==> config.mk <==
export PLATFORM = sky130hd
export DESIGN_NAME = demux_reg_path
export DESIGN_NICKNAME = d
export VERILOG_FILES = /design/src/rtl/demux_reg_pkg.sv /design/src/rtl/drp_ce_route.sv /design/src/rtl/drp_cell_bank.sv /design/src/rtl/drp_out_gate.sv /design/src/rtl/demux_reg_path.sv
export SDC_FILE = /design/constraint.sdc
export NUM_CORES = 1
export LEC_CHECK = 0
export BUFFER_PORTS_ARGS = -buffer_cell sky130_fd_sc_hd__buf_2
export CAP_MARGIN = 20
export CELL_PAD_IN_SITES_DETAIL_PLACEMENT = 0
export CELL_PAD_IN_SITES_GLOBAL_PLACEMENT = 2
export CORE_MARGIN = 1.5
export CORE_UTILIZATION = 33
export CTS_CLUSTER_DIAMETER = 60
export DETAILED_ROUTE_END_ITERATION = 8
export PLACE_DENSITY_LB_ADDON = 0.1
export SLEW_MARGIN = 40
export SYNTH_ARGS = -nofsm -noshare
export SYNTH_HDL_FRONTEND = slang
export SYNTH_SLANG_ARGS = --single-unit
==> constraint.sdc <==
create_clock -name clk -period 1.51 [get_ports clk]
set_clock_uncertainty 0.05 [all_clocks]
set_input_delay 0.302 -clock clk [delete_from_list [all_inputs] [get_ports clk]]
set_output_delay 0.302 -clock clk [all_outputs]
set_load 0.05 [all_outputs]
==> src/rtl/demux_reg_pkg.sv <==
package demux_reg_pkg;

    localparam int NCH  = 4;
    localparam int SELW = 2;

    typedef logic [NCH-1:0]  ch_mask_t;
    typedef logic [SELW-1:0] ch_sel_t;

    // Binary channel number to one-hot channel mask.
    function automatic ch_mask_t sel_onehot(input ch_sel_t s);
        ch_mask_t m;
        m = '0;
        for (int k = 0; k < NCH; k++) begin
            if (s == ch_sel_t'(k)) m[k] = 1'b1;
        end
        return m;
    endfunction

endpackage

==> src/rtl/drp_ce_route.sv <==
module drp_ce_route
    import demux_reg_pkg::*;
(
    input  logic     ce_n,
    input  ch_sel_t  ce_sel,
    output ch_mask_t ce_hit
);

    ch_mask_t decoded;

    always_comb begin
        decoded = sel_onehot(ce_sel);
        // Active-low global enable gates the one decoded channel.
        ce_hit  = ce_n ? '0 : decoded;
    end

endmodule

==> src/rtl/drp_cell_bank.sv <==
module drp_cell_bank #(
    parameter int W       = 8,
    parameter bit HAS_RST = 1'b1
) (
    input  logic         clk,
    input  logic         srst,
    input  logic [W-1:0] a_in,
    input  logic         le,
    input  logic         ce_hit,
    output logic [W-1:0] word
);

    typedef struct packed {
        logic [W-1:0] store;
    } bank_state_t;

    bank_state_t st_d;
    bank_state_t st_q;
    logic        reload;

    always_comb begin
        // Transparent channels track the source on every edge, so the last
        // value seen during transparency is kept when le drops.
        reload = le | ce_hit;
        st_d   = st_q;
        if (reload) begin
            st_d.store = a_in;
        end
        if (HAS_RST && srst) begin
            st_d.store = '0;
        end
    end

    always_ff @(posedge clk) begin
        st_q <= st_d;
    end

    always_comb begin
        word = le ? a_in : st_q.store;
    end

endmodule

==> src/rtl/drp_out_gate.sv <==
module drp_out_gate
    import demux_reg_pkg::*;
(
    input  logic     oe_n,
    input  ch_mask_t oe_ch_n,
    output ch_mask_t drive
);

    always_comb begin
        for (int k = 0; k < NCH; k++) begin
            drive[k] = ~(oe_n | oe_ch_n[k]);
        end
    end

endmodule

==> src/rtl/demux_reg_path.sv <==
module demux_reg_path
    import demux_reg_pkg::*;
#(
    parameter int W       = 8,
    parameter bit HAS_RST = 1'b1
) (
    input  logic               clk,
    input  logic               srst,
    input  logic [W-1:0]       a_in,
    input  logic               ce_n,
    input  logic [SELW-1:0]    ce_sel,
    input  logic [NCH-1:0]     le,
    input  logic               oe_n,
    input  logic [NCH-1:0]     oe_ch_n,
    output logic [NCH*W-1:0]   b_data,
    output logic [NCH-1:0]     b_drive
);

    ch_mask_t ce_hit;

    drp_ce_route u_route (
        .ce_n   (ce_n),
        .ce_sel (ce_sel),
        .ce_hit (ce_hit)
    );

    for (genvar ch = 0; ch < NCH; ch++) begin : g_ch
        logic [W-1:0] word;

        drp_cell_bank #(
            .W       (W),
            .HAS_RST (HAS_RST)
        ) u_bank (
            .clk    (clk),
            .srst   (srst),
            .a_in   (a_in),
            .le     (le[ch]),
            .ce_hit (ce_hit[ch]),
            .word   (word)
        );

        assign b_data[ch*W +: W] = word;
    end

    drp_out_gate u_gate (
        .oe_n    (oe_n),
        .oe_ch_n (oe_ch_n),
        .drive   (b_drive)
    );

endmodule

==> run_results.csv, run 1 <==
group,metric,value,unit
outcome,run_status,"finished with violations",
outcome,violations,"DRC",
clock_tree,clockBufferDepth,2,
global_route,antenna_found_initial,0,
routing,drtAntennaViolNets,0,
clock_tree,cts_tree,"built",
sta,period_needed,1.420,ns
placed_design,place_inst,286,
min_path,hold_path_class,"primary input to register",
cells_and_area,multi_input_area,1025,um2
clock_tree,ctsHtreeMaxLevel,2,
worst_setup_path,end_kind,"output pin",
synth,syn_inst,155,
clock_tree,cts_root_buffer,"clkbuf_8",
power_and_ir_drop,p_int,1.441,mW
synth,synth_fp_nets,177,
synth,synth_cell_types,11,
synth,seq_area_frac_synth,37.51,%
min_path,worstHoldStart,"a_in[4]",
synth,syn_avg_cell_area,11.02,um2
sta,fmax,704.5,MHz
worst_setup_path,r2r_slack,0.86,ns
global_route,grt_usage,15.67,%
sta,finalHoldViolations,0,
sta,min_period_over_period,94.01,%
sta,worst_slack,0.09046,ns
global_route,grt_pass1_vias,1308,
placed_design,gp_congestion,0.6958,
routing,routed_wl,4174,um
synth,synth-seq-cells,32,
cells_and_area,fillers,487,
worst_setup_path,worstRegToRegCells,2,
power_and_ir_drop,sw_frac_of_total,34.61,%
power_and_ir_drop,p_per_area,989.3,nW/um2
die,die_y,74.94,um
worst_setup_path,reg2reg_from,"g_ch[3].u_bank.st_q[6]$_SDFFE_PP0P_",
die,die-width,74.94,um
sta,tightest_slew,0.3830,ns
cells_and_area,diodes,0,
clock_tree,insertion_delay,0.27,ns
worst_setup_path,required,1.16,ns
worst_setup_path,startpoint_type,"register",
power_and_ir_drop,ir_drop,0.0004658,V
cells_and_area,syn_to_final_growth,30.40,%
placed_design,port_buffers,57,
sta,setup_violations,0,
die,core,5042,um2
cells_and_area,finish.net_count,245,
synth,synth.cell_area,1708,um2
sta,rsz0062_at_grt,"false",
die,rows,26,
cells_and_area,reg_top3,"g_ch.u_bank.st_q (32)",
synth,yosysWarnings,0,
power_and_ir_drop,clock_power_share,25.9,%
placed_design,post_dp_cell_area,2148,um2
cells_and_area,largest_reg_flops,32,
routing,dr.pass1.iters,6,
routing,vias_per_cell,4.529,
global_route,grt-ovfl-total,0,
power_and_ir_drop,power_frac_seq,42.3,%
routing,drtIter0Drc,39,
sta,relSlewSlack,74.37,%
power_and_ir_drop,totalPowerFinal,2.203,mW
cells_and_area,final_area,2227,um2
sta,drv_slew,0,
die,start_util,33.87,%
routing,vias,1318,
global_route,grt_pass1_wl,6334,um
min_path,holdPathEnd,"g_ch[3].u_bank.st_q[4]$_SDFFE_PP0P_",
worst_setup_path,reg2reg_to,"g_ch[3].u_bank.st_q[6]$_SDFFE_PP0P_",
clock_tree,cts_setup_buffers,0,
run,cap_violations,0,
global_route,grt_max_degree,41,
cells_and_area,finalNonFillerCells,291,
clock_tree,cts_buffers,5,
placed_design,place_hpwl,2988,um
routing,drc,1,
cells_and_area,seqCellArea,640.6,um2
worst_setup_path,cp.arrival,1.07,ns
power_and_ir_drop,p_switching,0.7625,mW
min_path,hold-path-cell-count,3,
die,dieArea,5616,um2
power_and_ir_drop,p_comb_share,31.8,%
worst_setup_path,crit_type,"register to output pin",
placed_design,place_ws,-0.02350,ns
die,pin_count,58,
clock_tree,cts_sinks,32,
worst_setup_path,crit_start,"g_ch[3].u_bank.st_q[0]$_SDFFE_PP0P_",
routing,avgRoutedWirePerCell,14.34,um
cells_and_area,top_register,"g_ch.u_bank.st_q",
clock_tree,clk_pin_slew,0.06,ns
power_and_ir_drop,p_leak,1.029,nW
sta,holdWs,0.3520,ns
worst_setup_path,critPathMaxFanout,2,
cells_and_area,drive_gt1_share,50.23,%
cell type report:
type | instances | area share, %
timing repair buffer | 69 | 17.87
tap | 70 | 3.933
multi-input combinational | 113 | 46.01
clock buffer | 5 | 3.090
inverter | 2 | 0.3371
sequential | 32 | 28.76
power by group through the flow:
stage / combinational (mW) / clock, mW / sequential, mW
after floorplan: 0.527 / 0 / 0.942
after global placement: 0.694 / 0 / 0.947
after detailed placement: 0.704 / 0 / 0.951
after CTS: 0.710 / 0.596 / 0.933
after global routing: 0.744 / 0.635 / 0.939
final: 0.702 / 0.570 / 0.932
worst max-delay path by stage:
stage                      end  slack (ns)  depth (start not counted)
floorplan            b_data[0]        0.18                          2
global placement    b_data[14]       -0.02                          3
detailed placement  b_data[14]       -0.02                          3
CTS                 b_data[24]        0.08                          2
global route        b_data[30]        0.05                          2
finish              b_data[24]        0.09                          2
critical path: stages, from the launching register on:
cell     delay (ns)
dfxtp_1        0.31
mux2_2         0.27
buf_2          0.21
cells by family after synthesis:
| family | share of synthesized area, % |
|---|---|
| multiplexers | 39.85 |
| AND/OR/NAND/NOR | 15.75 |
| flip-flops | 37.51 |
| buffers and inverters | 2.490 |
| AO/OA/AOI/OAI | 4.395 |
routing by layer:
layer	global-route usage [%]	vias up	part of all wire, %
met2	27.83	39	50
li1	-	666	-
met5	0	-	0
met1	17.63	607	43
met4	3.636	0	0.89
met3	6.158	6	6.4
through the flow:
step           TNS [ns]  util, %
2_1_floorplan         0        -
3_3_place_gp   -0.09271    42.61
3_5_place_dp    -0.1653    42.61
4_1_cts               0    44.17
5_1_grt               0    44.17
6_report              0    44.17
synth_stat cells:
cell / number / area (um2)
inv_1: 1 / 3.750
dfxtp_1: 32 / 640.6
nand2b_1: 40 / 250.2
buf_2: 4 / 20.02
mux2i_1: 32 / 320.3
nor2_1: 5 / 18.77
a21oi_4: 2 / 32.53
inv_2: 1 / 3.750
a31oi_4: 2 / 42.54
clkbuf_1: 4 / 15.01
mux2_2: 32 / 360.4
placed cells by master (no fill, tap or decap), drive strengths merged:
| cell | n |
|---|---|
| clkbuf | 5 |
| nor2 | 5 |
| dfxtp | 32 |
| nand2b | 40 |
| a31oi | 2 |
| a21oi | 2 |
| mux2 | 32 |
| buf | 69 |
| inv | 2 |
| mux2i | 32 |
what timing repair did:
action                                  in CTS  in global routing
endpoints found under the setup margin      12                  0
resized for setup                            4                  0
hold buffers                                 0                  0
(Power assumes the default switching activity.)
==> run 2: changes to the inputs <==
RECOVER_POWER = 25   (was default)
==> run 2 against run 1 <==
The run still ends with DRC left. Cell count did not move. Register-to-register slack barely moved. Maximum frequency hardly changed. Sequential cell count is the same. Global-route usage stayed put. First-iteration DRC count shrank 5.1%. Clock-buffer cell count unchanged. Core utilization decreased by 0.82 points. Combinational power decreased by 2%. Setup slack gained 0.0012 ns. Clock power about the same. Final area shrank 1.9%. Largest power group unchanged. Highest routed layer unchanged.
==> run_results.csv, run 2 (synthesis gave the netlist of run 1 again) <==
group,metric,value,unit
min_path,holdPathEnd,"g_ch[3].u_bank.st_q[4]$_SDFFE_PP0P_",
routing,avgRoutedWirePerCell,14.38,um
outcome,run_status,"finished with violations",
worst_setup_path,r2r_slack,0.85,ns
placed_design,place_ws,-0.02350,ns
power_and_ir_drop,clock_power_share,26.0,%
sta,finalHoldViolations,0,
routing,vias_per_cell,4.526,
cells_and_area,final_common_cell,"buf_2",
global_route,grt_usage,15.67,%
routing,drc,1,
sta,fmax,705.0,MHz
clock_tree,ctsHtreeMaxLevel,2,
clock_tree,insertion_delay,0.27,ns
cells_and_area,multi_input_area,1010,um2
worst_setup_path,required,1.16,ns
cells_and_area,syn_to_final_growth,27.99,%
cells_and_area,layout_common_cells,"53 x buf_2, 40 x nand2b_1, 32 x mux2_2, 32 x mux2i_1, 32 x dfxtp_1",
worst_setup_path,reg2reg_from,"g_ch[3].u_bank.st_q[6]$_SDFFE_PP0P_",
worst_setup_path,reg2reg_to,"g_ch[3].u_bank.st_q[6]$_SDFFE_PP0P_",
die,pin_count,58,
power_and_ir_drop,sw_frac_of_total,34.69,%
sta,period_needed,1.418,ns
routing,dr.pass1.iters,6,
global_route,grt_pass1_wl,6334,um
min_path,hold-path-cell-count,3,
cells_and_area,fillers,501,
sta,worst_slack,0.09162,ns
global_route,grt-ovfl-total,0,
worst_setup_path,end_kind,"output pin",
clock_tree,cts_setup_buffers,0,
cells_and_area,finish.net_count,245,
clock_tree,cts_root_buffer,"clkbuf_8",
cells_and_area,top_register,"g_ch.u_bank.st_q",
sta,holdWs,0.3526,ns
global_route,antenna_found_initial,0,
die,die-width,74.94,um
cells_and_area,finalNonFillerCells,291,
worst_setup_path,cp.arrival,1.07,ns
worst_setup_path,crit_type,"register to output pin",
clock_tree,cts_hold_buf,0,
cells_and_area,diodes,0,
power_and_ir_drop,p_int,1.429,mW
run,cap_violations,0,
cells_and_area,reg_top3,"g_ch.u_bank.st_q (32)",
die,rows,26,
clock_tree,cts_resized,4,
routing,drtIter0Drc,37,
clock_tree,cts_sinks,32,
power_and_ir_drop,p_per_area,1001,nW/um2
placed_design,port_buffers,57,
die,start_util,33.87,%
placed_design,place_hpwl,2988,um
routing,vias,1317,
clock_tree,cts_tree,"built",
worst_setup_path,startpoint_type,"register",
power_and_ir_drop,p_switching,0.7592,mW
power_and_ir_drop,p_comb_share,31.4,%
sta,rsz0062_at_grt,"false",
sta,drv_slew,0,
cells_and_area,seqCellArea,640.6,um2
sta,tightest_slew,0.4129,ns
die,core,5042,um2
cells_and_area,largest_reg_flops,32,
routing,routed_wl,4185,um
global_route,grt_max_degree,41,
global_route,grt_pass1_vias,1308,
sta,setup_violations,0,
die,dieArea,5616,um2
worst_setup_path,slowest_delay,0.31,ns
placed_design,post_dp_cell_area,2148,um2
clock_tree,cts_buffers,5,
placed_design,gp_congestion,0.6958,
routing,drtAntennaViolNets,0,
cells_and_area,drive_gt1_share,46.61,%
power_and_ir_drop,totalPowerFinal,2.189,mW
sta,relSlewSlack,72.48,%
min_path,hold_path_class,"primary input to register",
power_and_ir_drop,ir_drop,0.0004658,V
clock_tree,clk_pin_slew,0.06,ns
worst_setup_path,critPathMaxFanout,2,
min_path,worstHoldStart,"a_in[4]",
cells_and_area,final_area,2186,um2
die,die_y,74.94,um
power_and_ir_drop,p_leak,1.002,nW
sta,min_period_over_period,93.93,%
placed_design,place_inst,286,
outcome,violations,"DRC",
worst_setup_path,worstRegToRegCells,2,
power_and_ir_drop,power_frac_seq,42.6,%
clock_tree,clockBufferDepth,2,
worst_setup_path,path_cells,"mux2_2 > buf_2",
worst_setup_path,crit_path_top_delay_cell,"dfxtp_1",
## run 2: cell types whose count changed in the layout (fill, tap and decap cells not counted)
| cell | delta |
|---|---|
| a31oi_1 | +1 |
| buf_4 | -8 |
| clkbuf_1 | +7 |
| clkbuf_4 | +1 |
| a31oi_4 | -1 |
## run 2: worst max-delay path by stage
stage                                             start          to  slack [ns]  depth (start not counted)
floorplan                                         le[0]   b_data[0]        0.18                          2
global placement                                  le[1]  b_data[14]       -0.02                          3
detailed placement                                le[1]  b_data[14]       -0.02                          3
CTS                 g_ch[3].u_bank.st_q[0]$_SDFFE_PP0P_  b_data[24]        0.08                          2
global route        g_ch[3].u_bank.st_q[6]$_SDFFE_PP0P_  b_data[30]        0.05                          2
finish              g_ch[3].u_bank.st_q[0]$_SDFFE_PP0P_  b_data[24]        0.09                          2
## run 2: critical path, delay by kind of cell (launching register included)
family	cells	cell delay, ns
mux	1	0.27
flops	1	0.31
buf+inv	1	0.21
## run 2: metrics by stage
stage / utilization, % / TNS (ns)
after floorplan: - / 0
after global placement: 42.61 / -0.09271
after detailed placement: 42.61 / -0.1653
after CTS: 44.17 / 0
after global routing: 43.35 / 0
final: 43.35 / 0
## run 2: cell type report
class / count / share of cell area, %
timing repair buffer: 69 / 17.00
inverter: 2 / 0.3434
multi-input combinational: 113 / 46.19
tap: 70 / 4.007
sequential: 32 / 29.31
clock buffer: 5 / 3.148
## run 2: per-layer routing
layer	vias to the layer above	track usage, %	part of all wire, %
met5	-	0	0
li1	666	-	-
met4	0	3.636	0.88
met2	39	27.83	50
met1	606	17.63	43
met3	6	6.158	6.4
## run 2: power groups by stage
stage	Clock [mW]	Sequential, mW	Combinational (mW)
6_report	0.569	0.932	0.687
5_1_grt	0.635	0.939	0.730
4_1_cts	0.596	0.933	0.710
3_5_place_dp	0	0.951	0.704
3_3_place_gp	0	0.947	0.694
2_1_floorplan	0	0.942	0.527
==> run 3: changes to the inputs <==
ABC_AREA = 1   (was default)
CORE_UTILIZATION = 27   (was 33)
==> run 3 against run 2 <==
Combinational power increased by 5.8%. Critical path depth is 4 higher. Global-route usage is 0.84 points lower. Sequential power fell by 0.8%. Total power rose by 6.6%. Sequential cell count did not move. Synthesized area up 3.2%. The run now ends clean. Maximum frequency down 2.4%. Clock power is 20% higher. Cell count rose by 43%. Final area rose by 3.4%.
==> run_results.csv, run 3 <==
group,metric,value,unit
global_route,grt_pass1_wl,8231,um
synth,synth_top_area_share,36.34,%
cells_and_area,final_core_util,35.79,%
sta,tightest_slew,0.5804,ns
clock_tree,cts_resized,0,
synth,synth_cell_types,13,
synth,ys.flop_type,"dfxtp_1",
synth,seq_area_frac_synth,36.34,%
global_route,antenna_found_initial,0,
worst_setup_path,reg2reg_from,"g_ch[1].u_bank.st_q[7]$_SDFFE_PP0P_",
synth,yosysWarnings,0,
power_and_ir_drop,p_per_area,1032,nW/um2
sta,fin_tns_setup,0,ns
cells_and_area,reg_top3,"g_ch.u_bank.st_q (32)",
die,start_util,27.92,%
synth,async_flop_share,0,%
cells_and_area,syn_to_final_growth,28.18,%
die,die_y,83.81,um
worst_setup_path,required,1.16,ns
sta,rsz0062_at_grt,"false",
sta,setup_violations,0,
cells_and_area,layout_common_cells,"78 x nand2_1, 55 x buf_2, 32 x nor2_1, 32 x dfxtp_1, 29 x nand3_1",
sta,fmax,687.9,MHz
worst_setup_path,startpoint_type,"primary input",
worst_setup_path,cp.depth,6,
global_route,grt-ovfl-total,0,
worst_setup_path,cpLargestDelayFamily,"buffers and inverters",
synth,synth-edff-count,0,
clock_tree,cts_setup_buffers,0,
sta,finalHoldViolations,0,
cells_and_area,diodes,0,
die,core,6314,um2
worst_setup_path,cp_num_buf_inv,5,
routing,routed_wl,4999,um
global_route,grt_max_degree,18,
power_and_ir_drop,ir_drop,0.0003895,V
min_path,worstHoldStart,"srst",
clock_tree,cts_root_buffer,"clkbuf_8",
placed_design,place_ws,0.04887,ns
run,cap_violations,0,
sta,period_needed,1.454,ns
clock_tree,cts_hold_buf,0,
synth,syn_inst,279,
synth,syn_avg_cell_area,6.319,um2
placed_design,port_buffers,57,
synth,yosysTopAreaCell,"dfxtp_1",
clock_tree,insertion_delay,0.27,ns
clock_tree,clockBufferDepth,2,
worst_setup_path,end_kind,"output pin",
worst_setup_path,cp.arrival,1.10,ns
routing,drtAntennaViolNets,0,
min_path,hold-path-cell-count,2,
worst_setup_path,critPathMaxFanout,7,
clock_tree,cts_sinks,32,
placed_design,place_hpwl,3541,um
die,rows,29,
worst_setup_path,path_cells,"buf_2 > inv_1 > buf_4 > buf_4 > o21ai_2 > buf_2",
clock_tree,cts_tree,"built",
clock_tree,clk_pin_slew,0.07,ns
placed_design,gp_congestion,0.6986,
worst_setup_path,slowest_delay,0.27,ns
synth,synth-seq-cells,32,
power_and_ir_drop,p_leak,1.156,nW
die,dieArea,7023,um2
die,pin_count,58,
synth,yosysMostFrequentCell,"nand2_1",
sta,drv_slew,0,
cells_and_area,top_register,"g_ch.u_bank.st_q",
worst_setup_path,crit_path_top_delay_cell,"buf_2",
outcome,run_status,"complete, no violations",
min_path,hold_path_class,"primary input to register",
routing,avgRoutedWirePerCell,12.05,um
cells_and_area,largest_reg_flops,32,
sta,worst_slack,0.05635,ns
cells_and_area,final_common_cell,"nand2_1",
routing,drc,0,
worst_setup_path,crit_type,"primary input to output pin",
placed_design,place_inst,407,
cells_and_area,drive_gt1_share,28.11,%
routing,dr.pass1.iters,4,
global_route,grt_pass1_vias,1665,
clock_tree,ctsHtreeMaxLevel,2,
synth,synth_fp_nets,301,
sta,min_period_over_period,96.27,%
cells_and_area,finalNonFillerCells,415,
routing,drtIter0Drc,52,
die,die-width,83.81,um
sta,relSlewSlack,61.20,%
synth,synth_area_leaders,"dfxtp_1 36%, nand2_1 16%, a21oi_1 7.9%, o21ai_0 7.9%, nand3_1 7.7%",
synth,synth.cell_area,1763,um2
worst_setup_path,r2r_slack,0.78,ns
worst_setup_path,worstRegToRegCells,4,
clock_tree,cts_buffers,5,
worst_setup_path,reg2reg_to,"g_ch[1].u_bank.st_q[7]$_SDFFE_PP0P_",
min_path,holdPathEnd,"g_ch[3].u_bank.st_q[7]$_SDFFE_PP0P_",
synth,synth.top_cells.by_count,"76 x nand2_1, 32 x dfxtp_1, 32 x nor2_1, 28 x a21oi_1, 28 x o21ai_0",
routing,vias_per_cell,4.410,
routing,vias,1830,
global_route,grt_usage,14.83,%
cells_and_area,finish.net_count,359,
-- run 3: cell types whose count changed in the layout (fill, tap and decap cells not counted), sizes merged --
| cell | delta |
|---|---|
| a31oi | -2 |
| mux2 | -32 |
| nor2 | +27 |
| clkbuf | -2 |
| a21oi | +26 |
| inv | +30 |
| nand2 | +78 |
| nand3 | +32 |
| mux2i | -32 |
| o21ai | +28 |
| buf | +4 |
| nand2b | -40 |
-- run 3: power breakdown --
part	switching (mW)	internal (mW)	total, mW	leakage (nW)
Combinational	0.536	0.191	0.727	0.845
Clock	0.309	0.372	0.680	0.0455
Sequential	0.0189	0.906	0.925	0.266
-- run 3: worst register-to-register path, cell delays in order, from the launching register on --
cell	delay, ns
dfxtp_1	0.30
inv_1	0.07
nand3_1	0.07
nand2_1	0.09
nor2_1	0.04
-- run 3: final cells by class --
class	instances	area (um2)
Multi-Input combinational cell	198	950.9
Fill cell	733	4054
Tap cell	77	96.34
Timing Repair Buffer	68	361.6
Inverter	32	120.1
Clock buffer	8	90.09
Sequential cell	32	640.6
-- run 3: cell families after synthesis --
group | count (synthesis) | synth area share, %
flops | 32 | 36.34
buf+inv | 49 | 12.99
compound gates | 56 | 15.90
simple gates | 142 | 34.78
-- run 3: worst max path at each step --
stage / startpoint / to
6_report: le[3] / b_data[27]
5_1_grt: le[3] / b_data[27]
4_1_cts: le[3] / b_data[27]
3_5_place_dp: le[3] / b_data[27]
3_3_place_gp: le[3] / b_data[27]
2_1_floorplan: le[2] / b_data[19]
-- run 3: metrics by stage --
stage	instance area, um2	hold WS, ns	total power, mW
floorplan	1846	0.3837	1.512
global placement	2201	0.4217	1.688
detailed placement	2201	0.4232	1.689
CTS	2291	0.2542	2.383
global route	2260	0.2620	2.486
finish	2260	0.2663	2.333
-- run 3: per-layer routing --
| metal | vias to the layer above | GRT usage (%) | part of all wire (%) |
|---|---|---|---|
| met4 | 0 | 3.577 | 0.60 |
| li1 | 1003 | - | - |
| met5 | - | 0 | 0 |
| met3 | 2 | 3.165 | 3.0 |
| met2 | 28 | 24.05 | 46 |
| met1 | 797 | 20.13 | 50 |
